==> src/rtl/flash_status_pkg.sv <==
// Shared operation codes and helper predicates for the status generator.
// Assumes the command decoder presents one of the listed codes at all times.
package flash_status_pkg;

    typedef enum logic [2:0] {
        OP_IDLE      = 3'd0,
        OP_PROG      = 3'd1,
        OP_ERASE     = 3'd2,
        OP_SUSP      = 3'd3,
        OP_SUSP_PROG = 3'd4
    } op_mode_t;

    localparam int MAIN_TOG_BIT = 6;
    localparam int SECT_TOG_BIT = 2;

    // True when the mode keeps the bank busy (ready/busy pin low).
    function automatic logic mode_is_busy(op_mode_t m);
        return (m == OP_PROG) || (m == OP_ERASE) || (m == OP_SUSP_PROG);
    endfunction

    // True when sector-selective toggling applies.
    function automatic logic mode_is_erase_family(op_mode_t m);
        return (m == OP_ERASE) || (m == OP_SUSP);
    endfunction

endpackage

==> src/rtl/fsg_read_launch.sv <==
// Turns the two read strobes into a one-cycle launch pulse.
// Assumes both strobes are synchronous to clk. A read cycle starts when the
// later of the two strobes rises; holding both high launches nothing further.
module fsg_read_launch (
    input  logic clk,
    input  logic rst_n,
    input  logic rd_oe,
    input  logic rd_ce,
    output logic launch
);
    logic both_on;
    logic both_on_q;

    assign both_on = rd_oe & rd_ce;

    // Remember last cycle's combined strobe to find its rising edge.
    always_ff @(posedge clk) begin
        if (!rst_n) both_on_q <= 1'b0;
        else        both_on_q <= both_on;
    end

    assign launch = both_on & ~both_on_q;

    p_single_launch_r9: assert property (@(posedge clk) disable iff (!rst_n)
        launch |=> !launch);

endmodule

==> src/rtl/fsg_prot_window.sv <==
// Protected-target busy window and lockout.
// When a program or erase starts on protected storage, this module holds a
// busy pseudo-operation for a fixed cycle count. It then reports idle until
// the decoder itself returns to idle. In all other cases it passes the
// decoder's mode and bank through unchanged.
module fsg_prot_window
    import flash_status_pkg::*;
#(
    parameter int BANK_W    = 1,
    parameter int ERASE_CYC = 10000,
    parameter int PROG_CYC  = 100
) (
    input  logic              clk,
    input  logic              rst_n,
    input  op_mode_t          op_mode,
    input  logic [BANK_W-1:0] op_bank,
    input  logic              op_start,
    input  logic              prot_hit,
    output op_mode_t          eff_mode,
    output logic [BANK_W-1:0] eff_bank
);
    localparam int MAX_CYC = (ERASE_CYC > PROG_CYC) ? ERASE_CYC : PROG_CYC;
    localparam int CNT_W   = $clog2(MAX_CYC + 1);

    logic              win_act;
    logic              lock;
    logic [CNT_W-1:0]  cnt;
    op_mode_t          win_kind;
    logic [BANK_W-1:0] win_bank;
    logic              start_ok;

    assign start_ok = op_start && prot_hit &&
                      ((op_mode == OP_PROG) || (op_mode == OP_ERASE));

    // Arm, count down and release the protected window.
    always_ff @(posedge clk) begin
        if (!rst_n) begin
            win_act  <= 1'b0;
            lock     <= 1'b0;
            cnt      <= '0;
            win_kind <= OP_PROG;
            win_bank <= '0;
        end else if (start_ok) begin
            win_act  <= 1'b1;
            lock     <= 1'b0;
            win_kind <= op_mode;
            win_bank <= op_bank;
            cnt      <= (op_mode == OP_ERASE) ? CNT_W'(ERASE_CYC - 1)
                                              : CNT_W'(PROG_CYC - 1);
        end else if (win_act) begin
            if (cnt == '0) begin
                win_act <= 1'b0;
                lock    <= 1'b1;
            end else begin
                cnt <= cnt - 1'b1;
            end
        end else if (lock && (op_mode == OP_IDLE)) begin
            lock <= 1'b0;
        end
    end

    // Select the mode the rest of the block acts on.
    always_comb begin
        if (win_act) begin
            eff_mode = win_kind;
            eff_bank = win_bank;
        end else if (lock) begin
            eff_mode = OP_IDLE;
            eff_bank = op_bank;
        end else begin
            eff_mode = op_mode;
            eff_bank = op_bank;
        end
    end

    p_window_closes_r7: assert property (@(posedge clk) disable iff (!rst_n)
        (win_act && cnt == '0 && !start_ok) |=> (!win_act && lock));

    p_count_bounded_r8: assert property (@(posedge clk) disable iff (!rst_n)
        win_act |-> (cnt < CNT_W'(MAX_CYC)));

endmodule

==> src/rtl/fsg_toggle_bits.sv <==
// Holds the two toggle bits. Each bit inverts on the cycle its flip
// request is high and otherwise keeps its value. Both reset to 0.
module fsg_toggle_bits (
    input  logic clk,
    input  logic rst_n,
    input  logic flip_main,
    input  logic flip_sect,
    output logic t_main,
    output logic t_sect
);
    // Invert each toggle on request.
    always_ff @(posedge clk) begin
        if (!rst_n) begin
            t_main <= 1'b0;
            t_sect <= 1'b0;
        end else begin
            if (flip_main) t_main <= ~t_main;
            if (flip_sect) t_sect <= ~t_sect;
        end
    end

    p_sect_quiet_r5: assert property (@(posedge clk) disable iff (!rst_n)
        !flip_sect |=> $stable(t_sect));

endmodule

==> src/rtl/flash_status_gen.sv <==
// Top of the status bit generator. It decides per host read whether to
// return a status byte (main and sector toggle bits, all else zero) or the
// array data input, and drives the registered ready/busy pin.
// Assumes erase_sel describes the bank given by op_bank, and that
// DATA_W is at least 7 so that both toggle positions exist.
module flash_status_gen
    import flash_status_pkg::*;
#(
    parameter int NUM_BANKS    = 2,
    parameter int SECTORS      = 8,
    parameter int DATA_W       = 8,
    parameter int CLK_MHZ      = 100,
    parameter int ERASE_WIN_US = 100,
    parameter int PROG_WIN_US  = 1,
    localparam int BANK_W      = (NUM_BANKS > 1) ? $clog2(NUM_BANKS) : 1,
    localparam int SEC_W       = (SECTORS > 1) ? $clog2(SECTORS) : 1
) (
    input  logic              clk,
    input  logic              rst_n,
    input  logic [2:0]        op_state,
    input  logic [BANK_W-1:0] op_bank,
    input  logic [SECTORS-1:0] erase_sel,
    input  logic              op_start,
    input  logic              prot_hit,
    input  logic              rd_oe,
    input  logic              rd_ce,
    input  logic [BANK_W-1:0] rd_bank,
    input  logic [SEC_W-1:0]  rd_sector,
    input  logic [DATA_W-1:0] rd_data,
    output logic [DATA_W-1:0] dout,
    output logic              rdy_bsy_n
);
    localparam int ERASE_CYC = ERASE_WIN_US * CLK_MHZ;
    localparam int PROG_CYC  = PROG_WIN_US * CLK_MHZ;
    localparam logic [DATA_W-1:0] TOG_MASK =
        (DATA_W'(1) << MAIN_TOG_BIT) | (DATA_W'(1) << SECT_TOG_BIT);

    op_mode_t          op_mode;
    op_mode_t          eff_mode;
    logic [BANK_W-1:0] eff_bank;
    logic              launch;
    logic              t_main, t_sect;
    logic              bank_hit, sel_hit, busy, ret_status;
    logic              flip_main, flip_sect;
    logic [DATA_W-1:0] status_byte;

    assign op_mode = op_mode_t'(op_state);

    fsg_read_launch u_launch (
        .clk    (clk),
        .rst_n  (rst_n),
        .rd_oe  (rd_oe),
        .rd_ce  (rd_ce),
        .launch (launch)
    );

    fsg_prot_window #(
        .BANK_W    (BANK_W),
        .ERASE_CYC (ERASE_CYC),
        .PROG_CYC  (PROG_CYC)
    ) u_window (
        .clk      (clk),
        .rst_n    (rst_n),
        .op_mode  (op_mode),
        .op_bank  (op_bank),
        .op_start (op_start),
        .prot_hit (prot_hit),
        .eff_mode (eff_mode),
        .eff_bank (eff_bank)
    );

    // Classify the current read address against the effective operation.
    always_comb begin
        busy       = mode_is_busy(eff_mode);
        bank_hit   = (rd_bank == eff_bank) && (eff_mode != OP_IDLE);
        sel_hit    = erase_sel[rd_sector];
        ret_status = bank_hit && (busy || ((eff_mode == OP_SUSP) && sel_hit));
        flip_main  = launch && bank_hit && busy;
        flip_sect  = launch && bank_hit && mode_is_erase_family(eff_mode) && sel_hit;
    end

    fsg_toggle_bits u_toggles (
        .clk       (clk),
        .rst_n     (rst_n),
        .flip_main (flip_main),
        .flip_sect (flip_sect),
        .t_main    (t_main),
        .t_sect    (t_sect)
    );

    // Assemble the status byte from the toggle values before this read's flip.
    always_comb begin
        status_byte               = '0;
        status_byte[MAIN_TOG_BIT] = t_main;
        status_byte[SECT_TOG_BIT] = t_sect;
    end

    // Capture the returned value at each read launch.
    always_ff @(posedge clk) begin
        if (!rst_n)      dout <= '0;
        else if (launch) dout <= ret_status ? status_byte : rd_data;
    end

    // Register the ready/busy pin from the effective mode.
    always_ff @(posedge clk) begin
        if (!rst_n) rdy_bsy_n <= 1'b1;
        else        rdy_bsy_n <= ~busy;
    end

    p_busy_pin_r1: assert property (@(posedge clk) disable iff (!rst_n)
        busy |=> !rdy_bsy_n);

    p_ready_pin_r1: assert property (@(posedge clk) disable iff (!rst_n)
        !busy |=> rdy_bsy_n);

    p_spare_bits_zero_r2: assert property (@(posedge clk) disable iff (!rst_n)
        (launch && ret_status) |=> ((dout & ~TOG_MASK) == '0));

    p_suspend_freeze_r3: assert property (@(posedge clk) disable iff (!rst_n)
        (launch && eff_mode == OP_SUSP) |=> $stable(t_main));

    p_array_pass_r6: assert property (@(posedge clk) disable iff (!rst_n)
        (launch && !ret_status) |=> (dout == $past(rd_data)));

    p_hold_output_r10: assert property (@(posedge clk) disable iff (!rst_n)
        !launch |=> $stable(dout));

endmodule

==> config.mk <==
export PLATFORM = sky130hd
export DESIGN_NAME = flash_status_gen
export DESIGN_NICKNAME = d
export VERILOG_FILES = /design/src/rtl/flash_status_pkg.sv /design/src/rtl/fsg_read_launch.sv /design/src/rtl/fsg_prot_window.sv /design/src/rtl/fsg_toggle_bits.sv /design/src/rtl/flash_status_gen.sv
export SDC_FILE = /design/constraint.sdc
export NUM_CORES = 1
export LEC_CHECK = 0
export BUFFER_PORTS_ARGS = -buffer_cell sky130_fd_sc_hd__buf_2
export CAP_MARGIN = 25
export CELL_PAD_IN_SITES_DETAIL_PLACEMENT = 1
export CELL_PAD_IN_SITES_GLOBAL_PLACEMENT = 1
export CORE_ASPECT_RATIO = 1.4
export CORE_MARGIN = 5
export CORE_UTILIZATION = 42
export CTS_CLUSTER_SIZE = 8
export DETAILED_ROUTE_END_ITERATION = 6
export HOLD_SLACK_MARGIN = 0.15
export PLACE_DENSITY_LB_ADDON = 0.15
export SLEW_MARGIN = 20
export SYNTH_ARGS = -nofsm -noshare
export SYNTH_HDL_FRONTEND = slang
export SYNTH_SLANG_ARGS = --single-unit
==> constraint.sdc <==
create_clock -name clk -period 3.5 [get_ports clk]
set_input_delay 0.7 -clock clk [delete_from_list [all_inputs] [get_ports clk]]
set_output_delay 0.7 -clock clk [all_outputs]
set_load 0.02 [all_outputs]
### Yosys cells after proc, flatten, opt, wreduce, memory -nomap -nowiden

Cells that the tools add are included.

| word-level totals | value |
|---|---|
| word-level logic and storage cells | 67 |
| output and inout port bits | 9 |
| register bits | 32 |
| bits of input ports | 30 |

| cells by class | value |
|---|---|
| reduce and logical (&&, ||, !) cells | 23 |
| eq/ne operators | 9 |
| magnitude comparators | 1 |
| bitwise gates (word level) | 7 |
| muxes and demuxes | 16 |
| add/subtract/negate cells | 1 |

Operator list:

| cell | count |
|---|---|
| two-way mux 14 bit | 4 |
| logical NOT 14 bit | 1 |
| subtractor 14 x 1 -> 14 bit, second input constant | 1 |
| logical AND 1 bit | 10 |
| equality test 3 x 2 -> 1 bit, second input constant | 3 |
| two-way mux 1 bit | 8 |
| two-way mux 8 bit | 1 |
| equality test 3 x 1 -> 1 bit, second input constant | 2 |
| two-way mux 3 bit | 2 |
| logical OR 1 bit | 5 |
| NOT 1 bit | 5 |
| < comparator 3 x 4 -> 1 bit, second input constant | 1 |
| AND reduction 2 bit | 2 |
| nonzero test 2 bit | 2 |
| binary-select mux 1 bit (select 3 bit) | 1 |
| equality test 3 bit, second input constant | 1 |
| logical NOT 3 bit | 1 |
| nonzero test 3 bit | 1 |
| bitwise AND 1 bit | 2 |
| inequality test 2 x 1 -> 1 bit, second input constant | 1 |
| inequality test 2 bit, second input constant | 1 |
| OR reduction 2 bit | 1 |
| equality test 1 bit | 1 |

### Depth between registers and ports, before layout

| logic depth | value |
|---|---|
| word-level depth | 8 |
| depth in mapped cells | 7 |
| mapped depth without buffers | 6 |

### Modules after synthesis

Synthesis repeated with hierarchy kept, for this count alone.

| second synthesis, totals | value |
|---|---|
| cells, all modules | 177 |
| area, all modules | 1,632.8 um2 |

Modules (own cells, without submodules):

| module | sequential area each (um2) | area each (um2) | instances | cells each |
|---|---|---|---|---|
| fsg_prot_window | 400.4 | 1,039.7 | 1 | 118 |
| flash_status_gen | 180.2 | 488.0 | 1 | 50 |
| fsg_toggle_bits | 40.0 | 70.1 | 1 | 6 |
| fsg_read_launch | 20.0 | 35.0 | 1 | 3 |

### Worst setup path after synthesis

No wires, ideal clock.

| timing path | value |
|---|---|
| path type | input to register |
| start | input port op_bank |
| end | register u_toggles.t_sect |
| required time | 3.430 ns |
| setup time | 0.070 ns |
| slack | 1.551 ns |
| path buffers | 1 |
| cell stages on the path | 6 |
| arrival time | 1.879 ns |
| cells stage by stage | mux2i_1 xnor2_1 or2_0 clkbuf_2 or4_1 a21boi_1 |

| on the way | value |
|---|---|
| word-level cells in the longest chain between the ends | 6 |

Ends and longest elaborated chain:

| element | line | source |
|---|---|---|
| from (decl) | flash_status_gen.sv:21 | `input logic [BANK_W-1:0] op_bank,` |
| two-way mux 1 bit | fsg_prot_window.sv:64 | `if (win_act) begin` |
| equality test 1 bit | flash_status_gen.sv:75 | `bank_hit = (rd_bank == eff_bank) && (eff_mode != OP_IDLE);` |
| logical AND 1 bit | flash_status_gen.sv:75 |  |
| logical AND 1 bit (3 in series) | flash_status_gen.sv:79 | `flip_sect = launch && bank_hit && mode_is_erase_family(eff_mode) && sel_hit;` |
| to (signal assigned) | fsg_toggle_bits.sv:18 | `if (flip_sect) t_sect <= ~t_sect;` |
| to (decl) | fsg_toggle_bits.sv:9 | `output logic t_sect` |

Every way passes these cells.
A chain may end at the register's enable or synchronous reset.

### Worst setup path in the final report

| timing path | value |
|---|---|
| start | register u_window.win_act |
| end | register u_toggles.t_sect |

| on the way | value |
|---|---|
| word-level cells in the longest chain between the ends | 6 |
| elaborated cells on any way between the ends | 11 |
| classes of those cells | 3 x eq/ne; 2 x mux; 6 x reduce/logical |

Ends and longest elaborated chain:

| element | line | source |
|---|---|---|
| from (decl) | fsg_prot_window.sv:25 | `logic win_act;` |
| from (signal assigned) | fsg_prot_window.sv:38 | `win_act <= 1'b0;` |
| from (signal assigned) | fsg_prot_window.sv:44 | `win_act <= 1'b1;` |
| from (signal assigned) | fsg_prot_window.sv:52 | `win_act <= 1'b0;` |
| two-way mux 3 bit or two-way mux 1 bit (tied branches) | fsg_prot_window.sv:64 |  |
| nonzero test 3 bit or equality test 1 bit (tied branches) | flash_status_gen.sv:75 |  |
| logical AND 1 bit | flash_status_gen.sv:75 |  |
| logical AND 1 bit | flash_status_gen.sv:79 |  |
| logical AND 1 bit * (2 in series) | flash_status_gen.sv:79 |  |

Mark *: on every way between the ends. The rest lies on a longest branch, timed or not.

==> impl_results.md <==
* Status: finished clean
* Post-layout net count at about 260
* Worst-path cell chain: mux2i_1, xnor2_1, or2_0, or4_1, a21boi_1
* Post-synth EDFFs at 0
* Distinct cell type count after synthesis at between 40 and 50
* Max Slew Vio Count at 0
* R2R cell count at 5
* Routed wire length per instance at 16.3 microns
* Post-synth top area cell: dfxtp_1
* Layout cell share with drive strength beyond 1 at 21.7%
* Synth Area per Inst at 8.74 sq um
* Ys flop type: dfxtp_1
* Peak VDD IR at about 0.00030 V
* Root Buffer: clkbuf_8
* Wl on met1 at 1630 microns
* Clk slew on worst S/H paths at 0.07 ns
* Max-slew headroom at 50.0%
* CP Launch Type: flip-flop
* Detailed-router iteration count before antenna repair at 4
* Crit path time final at 2.25 ns
* Vias at 1514
* Data required, critical path at roughly 3.7 ns
* Detailed Place HPWL at roughly 3400 microns
* Total CTS buffers at 5
* Metal3 WL at 126 microns
* Worst-Skew Late Latency at 0.28 ns
* Routed length on met2 at between 2000 and 3000 microns
* WHS Path Cells at 2
* Largest net degree at the start of global routing at 23
* N_diodes at 0
* Mapped Area at roughly 0.0016 sq mm
* Post-layout util at about 53%
* Residual DRC count at 0
* Worst Hold End: u_window.win_bank$_SDFFE_PN0P_
* Die area at 0.00524 sq mm
* Arrival time at the worst endpoint at 2.46 ns
* LEAKAGE at 0.801 nW
* CTS H-tree depth at 2
* Cell family with most CP delay: simple AND/OR/NAND/NOR gates
* Cell area power density at 470 mW/mm^2
* # IOs at 39
* FF+latch area at 641 sq um
* Most common cell after layout, fill and taps aside: buf_2
* Post-CTS setup buffers at 0
* First-pass GRT wire length at 7540 microns
* Setup violations, final at 0
* Post-cts repair resize count at 0
* Clock tree buffer depth at 2
* Die W at between 60 and 70 microns
* Placer congestion estimate at 0.872
* MaxCap Viol Count at 0
* CP Class: flip-flop to flip-flop
* Commonest non-fill, non-tap cells in the layout: 38 x buf_2, 32 x dfxtp_1, 17 x nor2_1
* # fillers at 468
* DRT iter0 DRCs at 78
* Register area share after synthesis at 39.4%
* CP max stage delay at 0.73 ns
* Measured slew at the worst slew-check pin at 0.742 ns
* Setup Skew at between 0.008 and 0.009 ns
* Cells after synthesis at 186
* Worst hold path class: flip-flop to flip-flop
* Register bit count reported by yosys at 32
* Global route overflow at 0
* Post-route clock period utilization at approximately 64%
* RSZ-0062 raised after global routing: no
* DR top layer: met4
* Leading post-synthesis cells by cell area: dfxtp_1 39%, xnor2_1 6.5%, mux2i_1 4.3%, nor2_1 3.9%, a21oi_1 3.7%
* Crit-path max FO at 18
* GRT Overall Usage at 17.8%
* Initial antenna violation count at 0
* Fin. Hold Viols at 0
* CTS Hold Bufs at 0
* Buffers and inverters on the worst path at 0
* # clock sinks at 32
* Avg Vias per Cell at 5.65
* CTS tree: built
* Asr flop ratio synth at 0%
* Routed WL at 4370 microns
* Worst Setup End Kind: flip-flop
* Multi-input gate area at approximately 940 sq um
* R2r setup slk at between 1 and 1.5 ns
* Layout area overhead at 19.8%
* I/O Buffers at 38
* Hold path startpoint: u_window.win_bank$_SDFFE_PN0P_
* Row count at 26
* Max Clock Freq at approximately 440 MHz
* Yosys warns at 0
* Final ANT Viol Nets at 0
* Worst reg2reg endpoint: u_toggles.t_sect$_SDFFE_PN0P_
* Initial Utilization at 43.9%
* R2r startpoint: u_window.win_act$_SDFF_PN0_
* Crit path from: u_window.win_act$_SDFF_PN0_
* Core area at between 0.003 and 0.004 sq mm
* Slowest CP cell: dfxtp_1
* Setup tns final at 0 ns
* Die Y at between 80 and 90 microns
* Area share of the largest cell type after synthesis at slightly below 40%
* Syn nets at 217
* Vias in the first global route at 1701
==> cell usage after synthesis, drive strengths merged, types with 5 or more instances <==
cell	count
dfxtp	32
nor2	17
a21oi	12
nand2	12
xnor2	12
o21ai	9
nand2b	8
a21boi	7
mux2i	7
nor3	7
o211ai	7
clkbuf	6
nor4	5
xor2	5
==> cells by family (layout without fill, tap and decap cells) <==
| logic type | after synthesis | in the layout | synth area share (%) |
|---|---|---|---|
| compound gates | 42 | 42 | 16.5 |
| xor+xnor | 17 | 17 | 9.15 |
| fa+ha+maj | 1 | 1 | 0.769 |
| buf+inv | 10 | 50 | 2.85 |
| flops | 32 | 32 | 39.4 |
| mux | 8 | 8 | 5.00 |
| simple gates | 76 | 76 | 26.3 |
==> cell type report <==
| type | count | share of cell area (%) |
|---|---|---|
| clock buffer | 6 | 3.72 |
| tap | 42 | 2.70 |
| clock inverter | 2 | 1.80 |
| timing repair buffer | 39 | 10.1 |
| inverter | 3 | 0.578 |
| sequential | 32 | 32.9 |
| multi-input combinational | 144 | 48.2 |
==> worst max path at each step <==
stage	end	cells past startpoint
final	u_toggles.t_sect$_SDFFE_PN0P_	5
after global routing	u_toggles.t_sect$_SDFFE_PN0P_	5
after CTS	u_toggles.t_sect$_SDFFE_PN0P_	5
after detailed placement	u_toggles.t_sect$_SDFFE_PN0P_	5
after global placement	u_toggles.t_sect$_SDFFE_PN0P_	5
after floorplan	u_toggles.t_sect$_SDFFE_PN0P_	6
==> routing by layer <==
| metal | vias up | global-route usage (%) |
|---|---|---|
| met4 | 0 | 6.37 |
| met5 | - | 0 |
| met1 | 738 | 17.1 |
| met3 | 5 | 4.31 |
| li1 | 753 | - |
| met2 | 18 | 35.3 |
==> where the power goes <==
part,switching (W),total (W),leakage [nW],internal (W)
clock network,0.000131,0.000342,0.0552,0.000211
registers,0.0000168,0.000402,0.261,0.000385
logic,0.000102,0.000172,0.485,0.0000702
==> worst register-to-register path, stage by stage (launching register included) <==
cell	delay (ns)
dfxtp_1	0.73
mux2i_1	0.30
xnor2_1	0.13
or2_0	0.32
or4_1	0.55
a21boi_1	0.15
==> through the flow <==
| step | worst slack, ns | power [W] | area (sq um) | hold WS, ns | std cells |
|---|---|---|---|---|---|
| final | 1.25 | 0.000916 | 1950 | 0.472 | 268 |
| after global routing | 1.09 | 0.000974 | 1950 | 0.521 | 268 |
| after CTS | 1.25 | 0.000930 | 1950 | 0.480 | 268 |
| after detailed placement | 1.03 | 0.000583 | 1840 | 0.472 | 260 |
| after global placement | 1.18 | 0.000572 | 1840 | 0.454 | 260 |
| after floorplan | 1.55 | 0.000522 | 1630 | 0.443 | 186 |
==> sequential cells by signal, indices dropped and copies added, names as in the netlist <==
register and count:
u_window.win_bank 1, u_toggles.t_main 1, rdy_bsy_n 1, u_window.win_act 1
dout 8, u_toggles.t_sect 1, u_window.cnt 14, u_launch.both_on_q 1
u_window.win_kind 3, u_window.lock 1
Note: power is estimated with default switching activity, not from simulation.
